**config.mk**
```make
export PLATFORM = sky130hd
export DESIGN_NAME = pwl_gamma_map
export DESIGN_NICKNAME = d
export VERILOG_FILES = /design/src/rtl/pwl_gamma_pkg.sv /design/src/rtl/pwl_seg_select.sv /design/src/rtl/pwl_seg_eval.sv /design/src/rtl/pwl_gamma_map.sv
export SDC_FILE = /design/constraint.sdc
export NUM_CORES = 1
export LEC_CHECK = 0
export BUFFER_PORTS_ARGS = -buffer_cell sky130_fd_sc_hd__buf_2
export CAP_MARGIN = 0
export CORE_ASPECT_RATIO = 0.6
export CORE_MARGIN = 4
export CORE_UTILIZATION = 59
export DETAILED_ROUTE_END_ITERATION = 8
export PLACE_DENSITY_LB_ADDON = 0.25
export SYNTH_ARGS = -nofsm -noshare
export SYNTH_HDL_FRONTEND = slang
export SYNTH_SLANG_ARGS = --single-unit
```
**constraint.sdc**
```tcl
create_clock -name clk -period 9.6 [get_ports clk]
set_input_delay 1.44 -clock clk [delete_from_list [all_inputs] [get_ports clk]]
set_output_delay 1.44 -clock clk [all_outputs]
set_load 0.05 [all_outputs]
```
**src/rtl/pwl_gamma_pkg.sv**
```systemverilog
package pwl_gamma_pkg;
    localparam int SAMPLE_W = 10;                 // input sample width
    localparam int OUT_W    = 8;                  // output sample width
    localparam int COEF_W   = 8;                  // knee, slope and base width
    localparam int NUM_SEG  = 10;                 // straight-line segments
    localparam int FRAC_W   = 4;                  // slope fraction bits

    localparam int NUM_KNEE = NUM_SEG - 1;
    localparam int SEG_W    = $clog2(NUM_SEG);
    localparam int LOW_W    = SAMPLE_W - COEF_W;  // input bits below a knee
    localparam int PROD_W   = COEF_W + SAMPLE_W;
    localparam int MAG_W    = PROD_W - FRAC_W;
    localparam int ACC_W    = MAG_W + 2;
endpackage

```
**src/rtl/pwl_seg_select.sv**
```systemverilog
// Stage 1: find the segment, take its coefficients with the sample.
module pwl_seg_select
    import pwl_gamma_pkg::*;
(
    input  logic                       clk,
    input  logic                       rst_n,
    input  logic                       in_valid,
    input  logic [SAMPLE_W-1:0]        in_sample,
    input  logic [NUM_KNEE*COEF_W-1:0] knee_pts,
    input  logic [NUM_SEG*COEF_W-1:0]  slope_regs,
    input  logic [NUM_SEG*COEF_W-1:0]  offset_regs,
    input  logic                       slope_negate,
    output logic                       s1_valid,
    output logic [COEF_W-1:0]          s1_slope,
    output logic [COEF_W-1:0]          s1_offset,
    output logic [SAMPLE_W-1:0]        s1_dist,
    output logic                       s1_negate
);
    logic [COEF_W-1:0]   start_tab  [NUM_SEG];
    logic [COEF_W-1:0]   slope_tab  [NUM_SEG];
    logic [COEF_W-1:0]   offset_tab [NUM_SEG];
    logic [NUM_KNEE-1:0] knee_hit;
    logic [COEF_W-1:0]   coarse;
    logic [SEG_W-1:0]    seg_idx;
    logic [SAMPLE_W-1:0] seg_start;
    logic [SAMPLE_W-1:0] seg_dist;

    assign coarse       = in_sample[SAMPLE_W-1 -: COEF_W];
    assign start_tab[0] = '0;

    generate
        for (genvar k = 0; k < NUM_KNEE; k++) begin : g_knee
            assign start_tab[k+1] = knee_pts[k*COEF_W +: COEF_W];
            assign knee_hit[k]    = (coarse >= start_tab[k+1]);
        end
        for (genvar s = 0; s < NUM_SEG; s++) begin : g_coef
            assign slope_tab[s]  = slope_regs[s*COEF_W +: COEF_W];
            assign offset_tab[s] = offset_regs[s*COEF_W +: COEF_W];
        end
    endgenerate

    // Segment index = number of knees at or below the sample.
    always_comb begin
        seg_idx = '0;
        for (int k = 0; k < NUM_KNEE; k++) begin
            seg_idx = seg_idx + SEG_W'(knee_hit[k]);
        end
    end

    assign seg_start = {start_tab[seg_idx], {LOW_W{1'b0}}};
    assign seg_dist  = in_sample - seg_start;

    always_ff @(posedge clk or negedge rst_n) begin
        if (!rst_n) begin
            s1_valid  <= 1'b0;
            s1_slope  <= '0;
            s1_offset <= '0;
            s1_dist   <= '0;
            s1_negate <= 1'b0;
        end else begin
            s1_valid <= in_valid;
            if (in_valid) begin
                s1_slope  <= slope_tab[seg_idx];
                s1_offset <= offset_tab[seg_idx];
                s1_dist   <= seg_dist;
                s1_negate <= slope_negate;
            end
        end
    end
endmodule

```
**src/rtl/pwl_seg_eval.sv**
```systemverilog
// Stage 2: scale, add or subtract, saturate.
module pwl_seg_eval
    import pwl_gamma_pkg::*;
(
    input  logic                clk,
    input  logic                rst_n,
    input  logic                s1_valid,
    input  logic [COEF_W-1:0]   s1_slope,
    input  logic [COEF_W-1:0]   s1_offset,
    input  logic [SAMPLE_W-1:0] s1_dist,
    input  logic                s1_negate,
    output logic                out_valid,
    output logic [OUT_W-1:0]    out_sample
);
    localparam logic signed [ACC_W-1:0] OUT_MAX = ACC_W'((1 << OUT_W) - 1);

    logic [PROD_W-1:0]       product;
    logic [MAG_W-1:0]        magnitude;
    logic signed [ACC_W-1:0] base_ext;
    logic signed [ACC_W-1:0] mag_ext;
    logic signed [ACC_W-1:0] acc;
    logic [OUT_W-1:0]        limited;

    assign product   = PROD_W'(s1_slope) * PROD_W'(s1_dist);
    assign magnitude = product[PROD_W-1:FRAC_W];
    assign base_ext  = ACC_W'(s1_offset);
    assign mag_ext   = ACC_W'(magnitude);
    assign acc       = s1_negate ? (base_ext - mag_ext) : (base_ext + mag_ext);

    always_comb begin
        if (acc < 0) begin
            limited = '0;
        end else if (acc > OUT_MAX) begin
            limited = '1;
        end else begin
            limited = acc[OUT_W-1:0];
        end
    end

    always_ff @(posedge clk or negedge rst_n) begin
        if (!rst_n) begin
            out_valid  <= 1'b0;
            out_sample <= '0;
        end else begin
            out_valid <= s1_valid;
            if (s1_valid) begin
                out_sample <= limited;
            end
        end
    end
endmodule

```
**src/rtl/pwl_gamma_map.sv**
```systemverilog
module pwl_gamma_map
    import pwl_gamma_pkg::*;
(
    input  logic                       clk,
    input  logic                       rst_n,
    input  logic                       in_valid,
    input  logic [SAMPLE_W-1:0]        in_sample,
    input  logic [NUM_KNEE*COEF_W-1:0] knee_pts,
    input  logic [NUM_SEG*COEF_W-1:0]  slope_regs,
    input  logic [NUM_SEG*COEF_W-1:0]  offset_regs,
    input  logic                       slope_negate,
    output logic                       out_valid,
    output logic [OUT_W-1:0]           out_sample
);
    logic                s1_valid;
    logic [COEF_W-1:0]   s1_slope;
    logic [COEF_W-1:0]   s1_offset;
    logic [SAMPLE_W-1:0] s1_dist;
    logic                s1_negate;

    pwl_seg_select u_select (
        .clk          (clk),
        .rst_n        (rst_n),
        .in_valid     (in_valid),
        .in_sample    (in_sample),
        .knee_pts     (knee_pts),
        .slope_regs   (slope_regs),
        .offset_regs  (offset_regs),
        .slope_negate (slope_negate),
        .s1_valid     (s1_valid),
        .s1_slope     (s1_slope),
        .s1_offset    (s1_offset),
        .s1_dist      (s1_dist),
        .s1_negate    (s1_negate)
    );

    pwl_seg_eval u_eval (
        .clk        (clk),
        .rst_n      (rst_n),
        .s1_valid   (s1_valid),
        .s1_slope   (s1_slope),
        .s1_offset  (s1_offset),
        .s1_dist    (s1_dist),
        .s1_negate  (s1_negate),
        .out_valid  (out_valid),
        .out_sample (out_sample)
    );
endmodule

```
* After elaboration in Yosys (flattened, before gate mapping) *
Index checks and enable logic that the tools add are counted.

word-level totals
  input bits = 246
  output and inout port bits = 9
  flip-flop bits (word level) = 37
  logic and storage cells = 44

operators by class
  add/sub/neg operators = 11
  $mul = 1
  muxes and demuxes = 12
  bitwise logic cells = 1
  magnitude comparators = 12

operator list
  cell                                                                              count
  8-bit binary-select mux with 4-bit select                                         3
  8-bit >= comparator                                                               9
  8-bit two-way mux                                                                 8
  4-bit by 1-bit adder with 4-bit output                                            7
  8-bit by 10-bit multiplier with 18-bit output                                     1
  16-bit by 9-bit greater-than comparator with 1-bit output, second input constant  1
  16-bit by 1-bit less-than comparator with 1-bit output, second input constant     1
  16-bit two-way mux                                                                1
  8-bit by 14-bit adder with 15-bit output                                          1
  8-bit by 14-bit subtractor with 15-bit output                                     1
  10-bit subtractor                                                                 1
  5-bit >= comparator, second input constant                                        1
  4-bit inverter with 5-bit output                                                  1
  1-bit by 1-bit adder with 2-bit output                                            1

* Longest topological paths before layout *
  depth in word-level cells = 14
  mapped depth = 37
  mapped depth without buffers = 36

* Hierarchy *
Synthesis repeated with hierarchy kept, for this count alone.

second synthesis, totals
  cell total of the unflattened synthesis = 960
  area, all modules = 8962.3 µm²

by module, submodules not included
  module          sequential area each (µm²)  cells an instance  instances  area an instance (µm²)
  pwl_seg_select  700.7                       486                1          4907.2
  pwl_seg_eval    225.2                       474                1          4055.1

* Worst setup path after synthesis *
No wires, ideal clock.

  path type = input-to-reg
  from = input in_sample[2]
  to = register u_select.s1_dist[9]
  path slack = 1217 ps
  setup time = 136 ps
  arrival time = 8248 ps
  path buffers = 4
  stages = 35
  required time = 9464 ps
  path through = inv_1 ha_1 nand2b_1 a21o_1 a21oi_1 nor2b_1 o21ai_0 nand2b_1 a21oi_1 nor2b_1 o21ai_0 nand2b_1 ha_1 inv_1 fa_1 fa_1 fa_1 inv_1 ha_1 buf_2 buf_1 clkbuf_1 buf_2 mux2i_1 o32a_1 ha_1 nor2b_1 o21ai_0 nand2b_1 a21o_1 a21o_1 a21o_1 a21oi_1 xnor2_1 a21oi_1

between the ends
  cells in the longest elaborated chain, start to end = 14
  elaborated cells between the ends (all ways) = 22
  those cells by class = add/sub (9); order compare (9); mux (3); bitwise (1)

ends and longest elaborated chain
  element                                                 line                  text
  from (decl)                                             pwl_gamma_map.sv:7    input logic [SAMPLE_W-1:0] in_sample,
  8-bit >= comparator                                     pwl_seg_select.sv:34  assign knee_hit[k] = (coarse >= start_tab[k+1]);
  1-bit by 1-bit adder with 2-bit output                  pwl_seg_select.sv:46  seg_idx = seg_idx + SEG_W'(knee_hit[k]);
  4-bit by 1-bit adder with 4-bit output (7 in series)    pwl_seg_select.sv:46
  4-bit inverter with 5-bit output (implied by the code)  pwl_seg_select.sv:50  assign seg_start = {start_tab[seg_idx], {LOW_W{1'b0}}};
  8-bit binary-select mux with 4-bit select               pwl_seg_select.sv:50
  8-bit two-way mux (implied by the code) (2 in series)   pwl_seg_select.sv:50
  10-bit subtractor *                                     pwl_seg_select.sv:51  assign seg_dist = in_sample - seg_start;
  to (signal assigned)                                    pwl_seg_select.sv:65  s1_dist <= seg_dist;
  to (decl)                                               pwl_seg_select.sv:16  output logic [SAMPLE_W-1:0] s1_dist,

Mark *: on every way between the ends. The rest lies on a longest branch, timed or not. The select of a mux whose other input is x is not followed.
A chain may end at the register's enable or synchronous reset.

* Worst setup path after layout *
Same ends and word-level chain as after synthesis.

==> flow_summary.toml <==
[floorplanning]
dieWidth_um = 168
core_area_sq_um = 14800
dieArea_sq_um = 17400
boundaryPins = 255
die_h_um = 104
start_util = 0.613
row_count = 34

[synthesis]
synth_area_leaders = "ha_1 19%, fa_1 12%, dfrtp_1 10%, mux4_2 10%, inv_1 6.7%"
postSynthAreaPerCell_sq_um = 8.92
ys_types = 66
synthSimpleGateAreaFrac = 0.142
synth.top_cell.area_share = 0.192
yosys-mux-area-fraction = 0.157
synth_area_sq_um = 9050
async_flop_share = 1.00
synth_top_family_by_area = "adder cells"
synth_nets = 1455
seq_area_frac_synth = 0.102
synth_flop_cell = "dfrtp_1"
synth_compound_area_frac = 0.162
synth_edf_count = 0
synthCells = 1014
yosys.area.top_type = "ha_1"
yosysMostFrequentCell = "inv_1"
synth_xor_xnor_area_share = 0.0290
synth_common_cells = "161 x inv_1, 139 x ha_1, 70 x a21oi_1"
ys_seq_elements = 37
yosys_warnings = 0
synth_fa_ha_area_frac = 0.316

[clock_network]
cts_buffers = 5
clkLatencyLatePin_ns = 0.29
clkTransAtPathRegs_ns = 0.07
postCtsResizedCells = 0
postCtsSetupBuffers = 0
clk_path_buf_depth = 2
cts_num_sinks = 37
cts_tree = "yes"
postCtsHoldBufs = 0
h-tree-depth = 2
root_buffer = "clkbuf_16"

[worst_hold_path]
hold_class = "reg2reg"
hp-start = "u_select.s1_offset[3]"
hold_depth = 1
hold_path_end = "u_select.s1_offset[3]"

[worst_setup_path]
cp_slowest_stage_delay_ns = 0.68
r2r-end = "u_eval.out_sample[0]"
crit_path_end_kind = "flop"
worst-setup-path-type = "in2reg"
r2r_cells = 24
crit_path_start_kind = "input port"
r2r_setup_slack_ns = 2.57
cp_slowest_cell = "fa_2"
crit_required_ns = 9.73
arrival_ns = 8.81
critPathMaxFanout = 33
r2r_start = "u_select.s1_slope[4]"

[timing]
fin_crit_ns = 8.67
worst_pin_slew_ns = 0.905
hold_viol_final = 0
drv_slew = 0
max-slew-margin-rel = 0.397
rsz0062_at_grt = "false"
setup_tns_ns = 0
fin_skew_ns = 0.00608
finalSetupViolCount = 0
fmax_mhz = 115
setup_ws_ns = 0.929
fin_crit_sh = 0.903

[global_routing]
top_usage_layer = "met1"
grt_pass1_wl_um = 44000
antenna_found_initial = 0
grt_pass1_vias = 8404
gr-total-overflow = 0
gr-usage-met2 = 0.473
track_usage = 0.314
grt_max_degree = 48
use_met3 = 0.0744
grtUsageMet1 = 0.475

[final_layout]
final_area_sq_um = 10600
nNetsFinal = 1682
antenna_cells = 0
drive_above_1_share = 0.279
area_delta_synth_final_pct = 17.5
fin_cells = 1440

[drt]
drtIter0Drc = 687
viasPerCell = 5.95
drt-total-wl_um = 27600
drc_errors = 0
wire_per_inst_um = 19.1
first_pass_iters = 5
via_count = 8569
ant_nets = 0

[placement]
routabilityCongestion = 0.978
dp_cells = 1432
place_area_sq_um = 10400
port_buffers = 254
dp_slack_ns = 0.712
post-dp-hpwl_um = 23700

[status]
status = "complete, no violations"

[run]
cap_violations = 0
per-layer routing:
metal	wire length [um]	share of wire
met1	12300	0.45
met4	360	0.013
met2	11800	0.43
met3	3100	0.11
met5	0	0
cell type report:
class	count	area [sq um]
clock buffers	5	125
clock inverters	3	68.8
fillers	1171	4130
inverters	161	604
multi-input cells	774	7330
flip-flops and latches	37	926
well taps	198	248
repair buffers	262	1330
how the worst max path moves through the flow:
stage	from	slack, ns	endpoint
2_1_floorplan	in_sample[2]	1.22	u_select.s1_dist[9]
3_3_place_gp	in_sample[2]	0.87	u_select.s1_dist[9]
3_5_place_dp	in_sample[2]	0.71	u_select.s1_dist[9]
4_1_cts	in_sample[2]	1.00	u_select.s1_dist[9]
5_1_grt	in_sample[2]	0.53	u_select.s1_dist[9]
6_report	in_sample[2]	0.93	u_select.s1_dist[9]
sequential cells by signal (all words and copies together), names as in the netlist:
name                flops
u_select.s1_dist       10
u_select.s1_valid       1
u_select.s1_negate      1
u_eval.out_sample       8
u_select.s1_offset      8
u_eval.out_valid        1
u_select.s1_slope       8
layout by cell type (no fill, tap or decap), types with 3 or more instances in the layout:
master     Yosys  routed
a21oi_1       70      70
o21ai_0       53      53
nor2_1        36      36
xnor2_1       17      17
o211ai_1       3       3
fa_1          56      55
o21bai_1       3       3
a31oi_1        6       6
mux4_2        40      40
o2111ai_1      3       3
and2_2         7       7
o221ai_1      14      14
a21o_1        16      16
nand2_1       55      55
and3_1         4       4
a21boi_0       4       4
a211oi_1       6       6
buf_4          0       8
nor3_1        10      10
clkbuf_16      0       5
inv_1        161     161
mux2i_1       42      42
dfrtp_1       37      37
o21a_1        15      15
nand3_1        6       6
nand2b_1      34      34
a221o_1        3       3
and2_1        49      49
nor2b_1       23      23
buf_2          2     254
mux2_2         9       9
xor2_1        13      12
ha_1         139     138
per-stage QoR:
| step | utilization | hold WS [ns] |
|---|---|---|
| after global routing | 0.720 | 0.545 |
| after global placement | 0.707 | 0.509 |
| after detailed placement | 0.707 | 0.515 |
| final | 0.720 | 0.526 |
| after CTS | 0.720 | 0.532 |
| after floorplan | - | 0.354 |
logic make-up after synthesis:
family | after synthesis
fa+ha+maj | 195
compound gates | 220
xor+xnor | 30
mux | 91
flops | 37
simple gates | 238
buf+inv | 203
worst max-delay path: cells and delay by family:
kind / cells / cell delay [ns]
xor gates and xnor gates: 1 / 0.14
buffers and inverters: 5 / 0.92
adders and majority gates: 8 / 3.26
AOI/OAI and AO/OA: 13 / 2.36
and+or+nand+nor: 7 / 0.65
Power is not shown: default switching activity piles up to over one toggle a cycle in this logic, so the estimate is an artifact.
